===== config.mk =====
export PLATFORM = sky130hd
export DESIGN_NAME = pt_walker
export DESIGN_NICKNAME = d
export VERILOG_FILES = /design/src/rtl/ptw_pkg.sv /design/src/rtl/ptw_addr_gen.sv /design/src/rtl/ptw_perm_check.sv /design/src/rtl/pt_walker.sv
export SDC_FILE = /design/constraint.sdc
export NUM_CORES = 1
export LEC_CHECK = 0
export ABC_AREA = 1
export BUFFER_PORTS_ARGS = -buffer_cell sky130_fd_sc_hd__buf_2
export CAP_MARGIN = 20
export CORE_ASPECT_RATIO = 0.75
export CORE_MARGIN = 8
export CORE_UTILIZATION = 53
export CTS_CLUSTER_SIZE = 24
export DETAILED_ROUTE_END_ITERATION = 6
export GPL_ROUTABILITY_DRIVEN = 0
export PLACE_DENSITY = 0.81
export SYNTH_ARGS = -nofsm -noshare
export SYNTH_HDL_FRONTEND = slang
export SYNTH_HIERARCHICAL = 1
export SYNTH_SLANG_ARGS = --single-unit
export TNS_END_PERCENT = 10

===== constraint.sdc =====
create_clock -name clk -period 2.9 [get_ports clk]
set_input_delay 0.58 -clock clk [delete_from_list [all_inputs] [get_ports clk]]
set_output_delay 0.58 -clock clk [all_outputs]
set_load 0.01 [all_outputs]

===== src/rtl/ptw_pkg.sv =====
package ptw_pkg;
  localparam int VA_W      = 32;
  localparam int OFF_W     = 10;
  localparam int IDX1_W    = 12;
  localparam int IDX2_W    = VA_W - OFF_W - IDX1_W;
  localparam int FRM_W     = VA_W - OFF_W;
  localparam int ENT_W     = 32;
  localparam int PTE_SHIFT = 2;
  localparam int FLAG_W    = 6;
  localparam int RSVD_W    = ENT_W - FRM_W - FLAG_W;

  localparam int B_V = 0;
  localparam int B_R = 1;
  localparam int B_W = 2;
  localparam int B_X = 3;
  localparam int B_M = 4;
  localparam int B_C = 5;

  typedef enum logic [1:0] {
    ACC_RD  = 2'd0,
    ACC_WR  = 2'd1,
    ACC_EX  = 2'd2,
    ACC_RSV = 2'd3
  } acc_e;

  typedef enum logic [2:0] {
    FLT_NONE = 3'd0,
    FLT_L1   = 3'd1,
    FLT_L2   = 3'd2,
    FLT_PROT = 3'd3,
    FLT_COW  = 3'd4
  } fault_e;

  typedef enum logic [2:0] {
    S_IDLE,
    S_FETCH_L1,
    S_WAIT_L1,
    S_FETCH_L2,
    S_WAIT_L2,
    S_DONE
  } walk_e;

  typedef struct packed {
    logic [FRM_W-1:0]  frame;
    logic [RSVD_W-1:0] rsvd;
    logic [FLAG_W-1:0] flags;
  } pte_t;
endpackage


===== src/rtl/ptw_addr_gen.sv =====
module ptw_addr_gen
  import ptw_pkg::*;
(
  input  logic [VA_W-1:0]  base,
  input  logic [VA_W-1:0]  vaddr,
  input  logic [FRM_W-1:0] l1_frame,
  output logic [VA_W-1:0]  l1_addr,
  output logic [VA_W-1:0]  l2_addr
);
  localparam int I1_LO = OFF_W + IDX2_W;

  logic [IDX1_W-1:0] idx1;
  logic [IDX2_W-1:0] idx2;

  assign idx1 = vaddr[VA_W-1:I1_LO];
  assign idx2 = vaddr[I1_LO-1:OFF_W];

  // Entries are 4 bytes, so each index is scaled by a left shift.
  assign l1_addr = base + VA_W'({idx1, {PTE_SHIFT{1'b0}}});
  assign l2_addr = {l1_frame, {OFF_W{1'b0}}} + VA_W'({idx2, {PTE_SHIFT{1'b0}}});
endmodule


===== src/rtl/ptw_perm_check.sv =====
module ptw_perm_check
  import ptw_pkg::*;
(
  input  logic [FLAG_W-1:0] flags,
  input  acc_e              acc,
  output fault_e            cause,
  output logic              need_upd
);
  logic allowed;

  always_comb begin
    unique case (acc)
      ACC_RD:  allowed = flags[B_R];
      ACC_WR:  allowed = flags[B_W];
      ACC_EX:  allowed = flags[B_X];
      default: allowed = 1'b0;
    endcase
  end

  // Order of checks: leaf valid, then copy-on-write on writes, then permission.
  always_comb begin
    if (!flags[B_V])                      cause = FLT_L2;
    else if (acc == ACC_WR && flags[B_C]) cause = FLT_COW;
    else if (!allowed)                    cause = FLT_PROT;
    else                                  cause = FLT_NONE;
  end

  assign need_upd = (cause == FLT_NONE) && (acc == ACC_WR) && !flags[B_M];
endmodule


===== src/rtl/pt_walker.sv =====
module pt_walker
  import ptw_pkg::*;
(
  input  logic             clk,
  input  logic             rst_n,
  input  logic [VA_W-1:0]  ptbr,
  input  logic             req_valid,
  output logic             req_ready,
  input  logic [VA_W-1:0]  req_vaddr,
  input  logic [1:0]       req_acc,
  output logic             mem_rd_valid,
  input  logic             mem_rd_ready,
  output logic [VA_W-1:0]  mem_rd_addr,
  input  logic             mem_rsp_valid,
  input  logic [ENT_W-1:0] mem_rsp_data,
  output logic             rsp_valid,
  input  logic             rsp_ready,
  output logic [VA_W-1:0]  rsp_paddr,
  output logic [2:0]       rsp_fault,
  output logic             upd_valid,
  output logic [VA_W-1:0]  upd_addr
);
  walk_e            state;
  logic [VA_W-1:0]  vaddr_q;
  logic [VA_W-1:0]  base_q;
  acc_e             acc_q;
  logic [FRM_W-1:0] l1_frame_q;
  logic [VA_W-1:0]  paddr_q;
  fault_e           fault_q;
  logic             upd_q;

  pte_t             pte;
  logic [VA_W-1:0]  l1_addr;
  logic [VA_W-1:0]  l2_addr;
  fault_e           leaf_cause;
  logic             leaf_upd;
  logic             unused_pte;

  assign pte        = pte_t'(mem_rsp_data);
  assign unused_pte = ^pte.rsvd;

  ptw_addr_gen u_addr (
    .base     (base_q),
    .vaddr    (vaddr_q),
    .l1_frame (l1_frame_q),
    .l1_addr  (l1_addr),
    .l2_addr  (l2_addr)
  );

  ptw_perm_check u_perm (
    .flags    (pte.flags),
    .acc      (acc_q),
    .cause    (leaf_cause),
    .need_upd (leaf_upd)
  );

  always_ff @(posedge clk) begin
    if (!rst_n) begin
      state      <= S_IDLE;
      vaddr_q    <= '0;
      base_q     <= '0;
      acc_q      <= ACC_RD;
      l1_frame_q <= '0;
      paddr_q    <= '0;
      fault_q    <= FLT_NONE;
      upd_q      <= 1'b0;
    end else begin
      unique case (state)
        S_IDLE: begin
          if (req_valid) begin
            vaddr_q <= req_vaddr;
            base_q  <= ptbr;
            acc_q   <= acc_e'(req_acc);
            state   <= S_FETCH_L1;
          end
        end
        S_FETCH_L1: if (mem_rd_ready) state <= S_WAIT_L1;
        S_WAIT_L1: begin
          if (mem_rsp_valid) begin
            if (!pte.flags[B_V]) begin
              fault_q <= FLT_L1;
              paddr_q <= '0;
              upd_q   <= 1'b0;
              state   <= S_DONE;
            end else begin
              l1_frame_q <= pte.frame;
              state      <= S_FETCH_L2;
            end
          end
        end
        S_FETCH_L2: if (mem_rd_ready) state <= S_WAIT_L2;
        S_WAIT_L2: begin
          if (mem_rsp_valid) begin
            fault_q <= leaf_cause;
            paddr_q <= (leaf_cause == FLT_NONE) ? {pte.frame, vaddr_q[OFF_W-1:0]} : '0;
            upd_q   <= leaf_upd;
            state   <= S_DONE;
          end
        end
        S_DONE: if (rsp_ready) state <= S_IDLE;
        default: state <= S_IDLE;
      endcase
    end
  end

  assign req_ready    = (state == S_IDLE);
  assign mem_rd_valid = (state == S_FETCH_L1) || (state == S_FETCH_L2);
  assign mem_rd_addr  = (state == S_FETCH_L2) ? l2_addr : l1_addr;
  assign rsp_valid    = (state == S_DONE);
  assign rsp_paddr    = paddr_q;
  assign rsp_fault    = fault_q;
  assign upd_valid    = (state == S_DONE) && upd_q;
  assign upd_addr     = l2_addr;
endmodule


======== Yosys cells after proc, flatten, opt, wreduce, memory -nomap -nowiden ========
Index checks and enable logic that the tools add are counted.
word-level totals
  register bits after elaboration ......... 127
  bits of input ports ..................... 104
  output and inout port bits .............. 103
  logic and storage cells ................. 64
operators by class
  add/subtract/negate cells ............... 2
  eq/ne operators ......................... 14
  muxes and demuxes ....................... 26
  reductions and logical operators ........ 14
operator list
  cell                  count
  $mux W32              5
  $pmux W32 S2          1
  $mux W3               12
  $add A32 B12 Y32      1
  $add A32 B14 Y32      1
  $pmux W3 S6           1
  $ne A2 B2 Y1 const B  6
  $eq A3 B2 Y1 const B  2
  $eq A3 B3 Y1 const B  2
  $logic_not A3 Y1      2
  $pmux W3 S2           1
  $reduce_and A6 Y1     1
  $logic_and A1 B1 Y1   4
  $reduce_and A4 Y1     1
  $eq A3 B1 Y1 const B  1
  $mux W1               3
  $pmux W1 S3           1
  $reduce_and A3 Y1     1
  $eq A2 B1 Y1 const B  1
  $eq A2 B2 Y1 const B  1
  $logic_not A2 Y1      1
  $mux W2               1
  $ne A2 B1 Y1 const B  1
  $pmux W1 S2           1
  other kinds (4)       4

======== Depth between registers and ports, before layout ========
Gate-level depths: netlist of the first run.
  depth after elaboration ................. 10
  gate-level depth with buffers ........... 14
  depth with buffers taken out ............ 14

======== By module ========
Netlist of the first run, hierarchy kept.
modules (own cells, without submodules)
  module          times used  cells an instance  area an instance (um2)  seq. area each (um2)
  pt_walker       1           637                5203.7                  2542.4
  ptw_addr_gen    1           418                2095.8                  0.0
  ptw_perm_check  1           18                 93.8                    0.0

======== Worst setup path after synthesis of the first run ========
No wires, ideal clock.
  kind .................................... flip-flop to output port
  from .................................... reg base_q[2]
  to ...................................... out mem_rd_addr[22]
  arrival ................................. 1928 ps
  required time ........................... 2320 ps
  setup slack ............................. 392 ps
  stages on the path, launching flop included .. 15
  buffers on the path ..................... 0
  path through ............................ dfxtp_1 > ha_1 > inv_1 > fa_1 > inv_1 > nand3_1 > nand3_1 > nand2_1 > nand2_1 > nand2_1 > nand2_2 > nand2_1 > nand2_1 > nand2_1 > mux2_2
on the way
  cells in the longest elaborated chain, start to end .. 2
RTL lines
  what                      line                text
  start: declaration        pt_walker.sv:25     logic [VA_W-1:0] base_q;
  start signal: assignment  pt_walker.sv:72     base_q <= ptbr;
  $add A32 B14 Y32          ptw_addr_gen.sv:19  assign l1_addr = base + VA_W'({idx1, {PTE_SHIFT{1'b0}}});
  named net l1_addr[22]     pt_walker.sv:33     logic [VA_W-1:0] l1_addr;
  $mux W32                  pt_walker.sv:108    assign mem_rd_addr = (state == S_FETCH_L2) ? l2_addr : l1_addr;
  end: declaration          pt_walker.sv:13     output logic [VA_W-1:0] mem_rd_addr,
The timed path passes the listed nets, and every way through them passes these cells.

======== Worst setup path after layout of the first run ========
  from .................................... reg base_q[2]
  to ...................................... out mem_rd_addr[30]
Same word-level chain as after synthesis.

==> impl_metrics.ini, run 1 <==
[route]
avgViaCountPerCell = 5.50
drcViolationCount = 0
wl_per_cell_um = 16.8
drtAntennaViolNets = 0
vias = 7966
first_pass_iters = 6
drt_iter0_drc = 771
totalWireLength_um = 24300

[hold_path]
holdPathEnd = rsp_paddr[21]
hp-class = in2reg
min-delay-start = mem_rsp_data[21]
hold_depth = 3

[floorplan]
ios = 207
die_h_um = 118
die_x_um = 152
core.rowCount = 37
dieArea_um2 = 18000
fp.coreArea_um2 = 13700
start_util_pct = 54.1

[placement]
dpl.cell_count = 1402
port_buffers = 200
post-dp-hpwl_um = 16800
placed_cell_area_um2 = 8390

[sta]
min_period_ps = 2990
fin_worst_skew_ps = 10.6
worst_pin_slew_ps = 765
rsz0062_at_grt = true
hold_violations = 0
period_share_pct = 103
relSlewSlack_pct = 48.9
clock.fmax_mhz = 334
setup_viol = 17
maxSlewViolCount = 0
worst_slack_ps = -93.4

[clocking]
cts.reportedPaths.clkPinSlew_ps = 70
cts_sinks = 127
clk_path_buf_depth = 2
cts_root_buf = clkbuf_16
htree_levels = 4
numCtsBuffers = 17
cts_tree = built
clock_latency_ps = 420
cts_hold_buffers = 0

[synth]
yosysSeqAreaShare_pct = 34.4
avgSynthCellArea_um2 = 6.89
syn_inst = 1073
syn_area_um2 = 7390
synth_seq_cells = 127
synth.distinct_cells = 43
synth_warnings = 6

[layout]
num-nets-final = 1378
layout.cells.non_filler = 1449
final_common_cell = nand2_1
mostFrequentLayoutCells = 288 x nand2_1, 194 x buf_2, 120 x a21oi_1, 106 x inv_1, 101 x dfxtp_1
drive_above_1_share_pct = 33.2
multi_input_area_um2 = 4510
post-route-cell-area_um2 = 9600
seqCellArea_um2 = 2570
nFillCells = 1111
area_delta_synth_final_pct = 29.9

[critical_path]
cp-end-kind = output pin
timing.rr.start = state[1]
worstPathCellList = ha_4 -> inv_2 -> fa_2 -> inv_2 -> nand3_2 -> nand3_2 -> nand2_2 -> nand2_4 -> nand2_4 -> nand2_4 -> nand2_1 -> nand2_1 -> nand2_1 -> mux2_4 -> buf_6
slowest_stage = dfxtp_2
reg2reg_slack_ps = 690
cp-start-kind = flop
rr_endpoint = l1_frame_q[13]
rr_worst_depth = 4
crit_fanout = 6
arrival_ps = 2410
worstSetupPathType = reg2out
cp_slowest_stage_delay_ps = 360
cp_data_required_time_ps = 2320

[status]
failed_checks = setup timing
status = finished with violations

[pwr]
p_per_area_nw_per_um2 = 711
p_leak_uw = 0.00449
irDropWorstVdd_mv = 0.511

[grt]
antenna_found_initial = 3
gr-total-overflow = 0
grt_start_max_net_pins = 54
grt_usage_pct = 25.6
grt_pass1_vias = 7662
grt_pass1_wl_um = 38500

[run]
drv_cap = 0
cell usage after synthesis (all sizes together):
master	instances	area [um2]
nand4	11	81.3
nand3b	6	45.0
nor3	14	86.3
a21oi	133	703
nand3	114	593
o211ai	1	7.51
nor3b	4	30.0
and2	2	12.5
mux2	32	360
clkbuf	24	90.1
a21boi	1	7.51
o21ai	26	130
nor4	1	6.26
fa	2	40.0
ha	14	175
clkinv	1	3.75
dfxtp	127	2540
xnor2	9	78.8
xor2	22	193
nand2	323	1240
or2	2	12.5
buf	38	280
inv	116	435
conb	1	3.75
nor2	49	235
area by class of cell:
| cell class | instances | share of cell area, % |
|---|---|---|
| clock buffers | 18 | 4.57 |
| multi-input cells | 768 | 47.0 |
| flip-flops and latches | 127 | 26.8 |
| clock inverters | 14 | 1.45 |
| repair buffers | 227 | 13.3 |
| inverters | 117 | 4.59 |
| well taps | 175 | 2.28 |
| diodes | 3 | 0.0782 |
worst max path at each step:
stage                start         endpoint  slack (ps)  cells past startpoint
6_report         base_q[2]  mem_rd_addr[30]         -90                     15
5_1_grt         base_q[14]  mem_rd_addr[26]        -260                      9
4_1_cts        vaddr_q[20]  mem_rd_addr[30]         -50                     15
3_5_place_dp     base_q[2]  mem_rd_addr[30]         110                     15
3_3_place_gp     base_q[2]  mem_rd_addr[22]         160                     15
2_1_floorplan    base_q[2]  mem_rd_addr[22]         390                     14
layer usage:
layer  track usage, %  vias to the layer above  share of wire, %
li1                 -                     3829                 -
met1             31.2                     3673                42
met2             41.9                      381                47
met3             6.88                       83               7.7
met4             11.3                        0               3.8
met5                0                        -                 0
worst max-delay path: cells and delay by family, from the launching register on:
kind          cells  cell delay (ps)
flops             1              360
buf+inv           3              250
fa+ha+maj         2              500
mux               1              260
simple gates      9              640
report_power, final:
part	internal, uW	switching [uW]	total [uW]	leakage, uW
combinational	961	1490	2450	0.00316
clock	1170	925	2090	0.000283
sequential	1990	289	2280	0.00104
total	4120	2710	6830	0.00449
per-stage QoR:
stage          setup TNS [ps]  hold WS, ps  util, %  setup WS [ps]  power, uW
5_1_grt                 -2670          410     70.3           -256       7200
3_3_place_gp                0          441     61.4            160       4460
2_1_floorplan               0          427        -            392       3890
3_5_place_dp                0          442     61.4            107       4510
6_report                 -757          422     70.3          -93.4       6830
4_1_cts                  -168          412     68.7          -50.6       6730
flip-flops by register name (all words and copies together), names as in the netlist:
| register | cells |
|---|---|
| l1_frame_q | 22 |
| rsp_fault | 3 |
| vaddr_q | 32 |
| base_q | 32 |
| state | 3 |
| acc_q | 2 |
| upd_q | 1 |
| rsp_paddr | 32 |
kinds of logic (layout without fill, tap and decap cells):
group,count (synthesis),in the layout,synth area share (%)
and+or+nand+nor,526,526,31.7
buffers and inverters,179,376,10.9
AOI/OAI and AO/OA,161,161,11.5
DFF,127,127,34.4
muxes,32,32,4.87
xor gates and xnor gates,31,31,3.67
adders and majority gates,16,16,2.91
other,1,5,0.0507
what timing repair did:
item	CTS	global route
gates resized for setup	69	64
setup endpoints to repair	27	23
pin swaps	16	15
buffers inserted	8	4
Power figures use the tool's default switching activity.
==> inputs of run 2 (changes only) <==
Settings changed: CORE_UTILIZATION 53 to 45, PLACE_DENSITY 0.81 to 0.7.
==> impl_metrics.ini, run 2 (synthesis results as in run 1) <==
[floorplan]
fp.coreArea_um2 = 16100
ios = 207
core.rowCount = 40
dieArea_um2 = 20800
die_h_um = 127
die_x_um = 164
start_util_pct = 46.0

[critical_path]
rr_worst_depth = 3
rr_endpoint = l1_frame_q[17]
timing.rr.start = state[1]
cp_data_required_time_ps = 2320
cp-start-kind = flop
reg2reg_slack_ps = 620
cp-end-kind = output pin
crit_start = base_q[2]
crit_fanout = 6
arrival_ps = 2410
worstSetupPathType = reg2out
endpoint = mem_rd_addr[22]

[grt]
gr-total-overflow = 0
grt_usage_pct = 22.4
grt_start_max_net_pins = 71
grt_pass1_vias = 7326
antenna_found_initial = 0
grt_pass1_wl_um = 37800

[pwr]
irDropWorstVdd_mv = 0.482
p_leak_uw = 0.00439
p_per_area_nw_per_um2 = 713

[layout]
n_antenna_cell = 0
post-route-cell-area_um2 = 9460
final_common_cell = nand2_1
area_delta_synth_final_pct = 28.0
mostFrequentLayoutCells = 295 x nand2_1, 196 x buf_2, 120 x a21oi_1, 117 x dfxtp_1, 108 x inv_1
layout.cells.non_filler = 1478
num-nets-final = 1375
drive_above_1_share_pct = 30.5

[sta]
worst_slack_ps = -90.2
setup_viol = 11
maxSlewViolCount = 0
finalSetupTns_ps = -350
min_period_ps = 2990
rsz0062_at_grt = true
period_share_pct = 103
worst_pin_slew_ps = 992
fin_worst_skew_ps = 7.02
relSlewSlack_pct = 33.7
clock.fmax_mhz = 334
hold_violations = 0

[run]
drv_cap = 0

[route]
first_pass_iters = 6
drt_iter0_drc = 574
drcViolationCount = 0
vias = 7551
wl_per_cell_um = 16.1
drtAntennaViolNets = 0
avgViaCountPerCell = 5.11
totalWireLength_um = 23800

[clocking]
cts_sinks = 127
htree_levels = 4
clock_latency_ps = 420
cts_tree = built
numCtsBuffers = 17
cts_root_buf = clkbuf_16
clk_path_buf_depth = 2
cts.reportedPaths.clkPinSlew_ps = 60

[status]
status = finished with violations
failed_checks = setup timing

[placement]
dpl.cell_count = 1436
placed_cell_area_um2 = 8410
port_buffers = 200
post-dp-hpwl_um = 17400

[hold_path]
hp-class = in2reg
-- run 2: cell count changes in the layout (fill, tap and decap cells not counted), sizes merged --
cell | previous run | this run
clkbuf | 18 | 20
inv | 125 | 121
bufinv | 0 | 1
diode | 3 | 0
clkinvlp | 1 | 3
buf | 227 | 224
clkinv | 5 | 4
-- run 2: final cells by class --
type                    instances  area [um2]
well taps                     210         263
inverters                     117         440
clock buffers                  20         457
flip-flops and latches        127        2550
fillers                      1517        6600
multi-input cells             768        4410
repair buffers                224        1220
clock inverters                12         123
-- run 2: critical path, cell delays in order, from the launching register on --
cell and delay [ps]:
dfxtp_2 350, ha_4 140, inv_2 30, fa_2 340, inv_2 70, nand3_2 60
nand3_2 90, nand2_2 80, nand2_4 100, nand2_4 60, nand2_4 90, nand2_1 60
nand2_1 70, nand2_1 50, mux2_4 260, buf_6 120
-- run 2: metrics by stage --
| step | setup WS (ps) | utilization (%) | hold WS (ps) | power [uW] |
|---|---|---|---|---|
| 2_1_floorplan | 392 | - | 427 | 3890 |
| 3_3_place_gp | 80.9 | 52.4 | 438 | 4470 |
| 3_5_place_dp | 54.1 | 52.4 | 442 | 4500 |
| 4_1_cts | -116 | 57.7 | 406 | 6740 |
| 5_1_grt | -188 | 58.9 | 415 | 7150 |
| 6_report | -90.2 | 58.9 | 419 | 6740 |
-- run 2: power by group --
| group | switching [uW] | total (uW) | internal, uW |
|---|---|---|---|
| registers | 304 | 2290 | 1990 |
| clock network | 858 | 2100 | 1240 |
| logic | 1450 | 2350 | 907 |
| total | 2610 | 6740 | 4140 |
-- run 2: layer usage --
metal / up-vias / wire, um / global-route usage, % / part of all wire (%)
met5: - / 0 / 0 / 0
met4: 0 / 554 / 6.93 / 2.3
met3: 43 / 1800 / 7.09 / 7.6
met2: 245 / 10700 / 34.7 / 45
met1: 3453 / 10700 / 29.3 / 45
li1: 3810 / - / - / -
-- run 2: timing repair --
item	4_1_cts	5_1_grt
gates resized for setup	44	45
buffers inserted	5	5
hold buffers	0	0
setup endpoints to repair	23	21
pin swaps	6	11
-- run 2: how the worst min path moves through the flow --
stage	from	endpoint	slack, ps	cells after the start
finish	mem_rsp_data[13]	rsp_paddr[13]	420	3
global route	mem_rsp_data[16]	rsp_paddr[16]	410	3
CTS	mem_rsp_data[16]	rsp_paddr[16]	410	3
detailed placement	rsp_fault[0]	rsp_fault[0]	440	2
global placement	rsp_fault[0]	rsp_fault[0]	440	2
floorplan	l1_frame_q[0]	l1_frame_q[0]	430	2
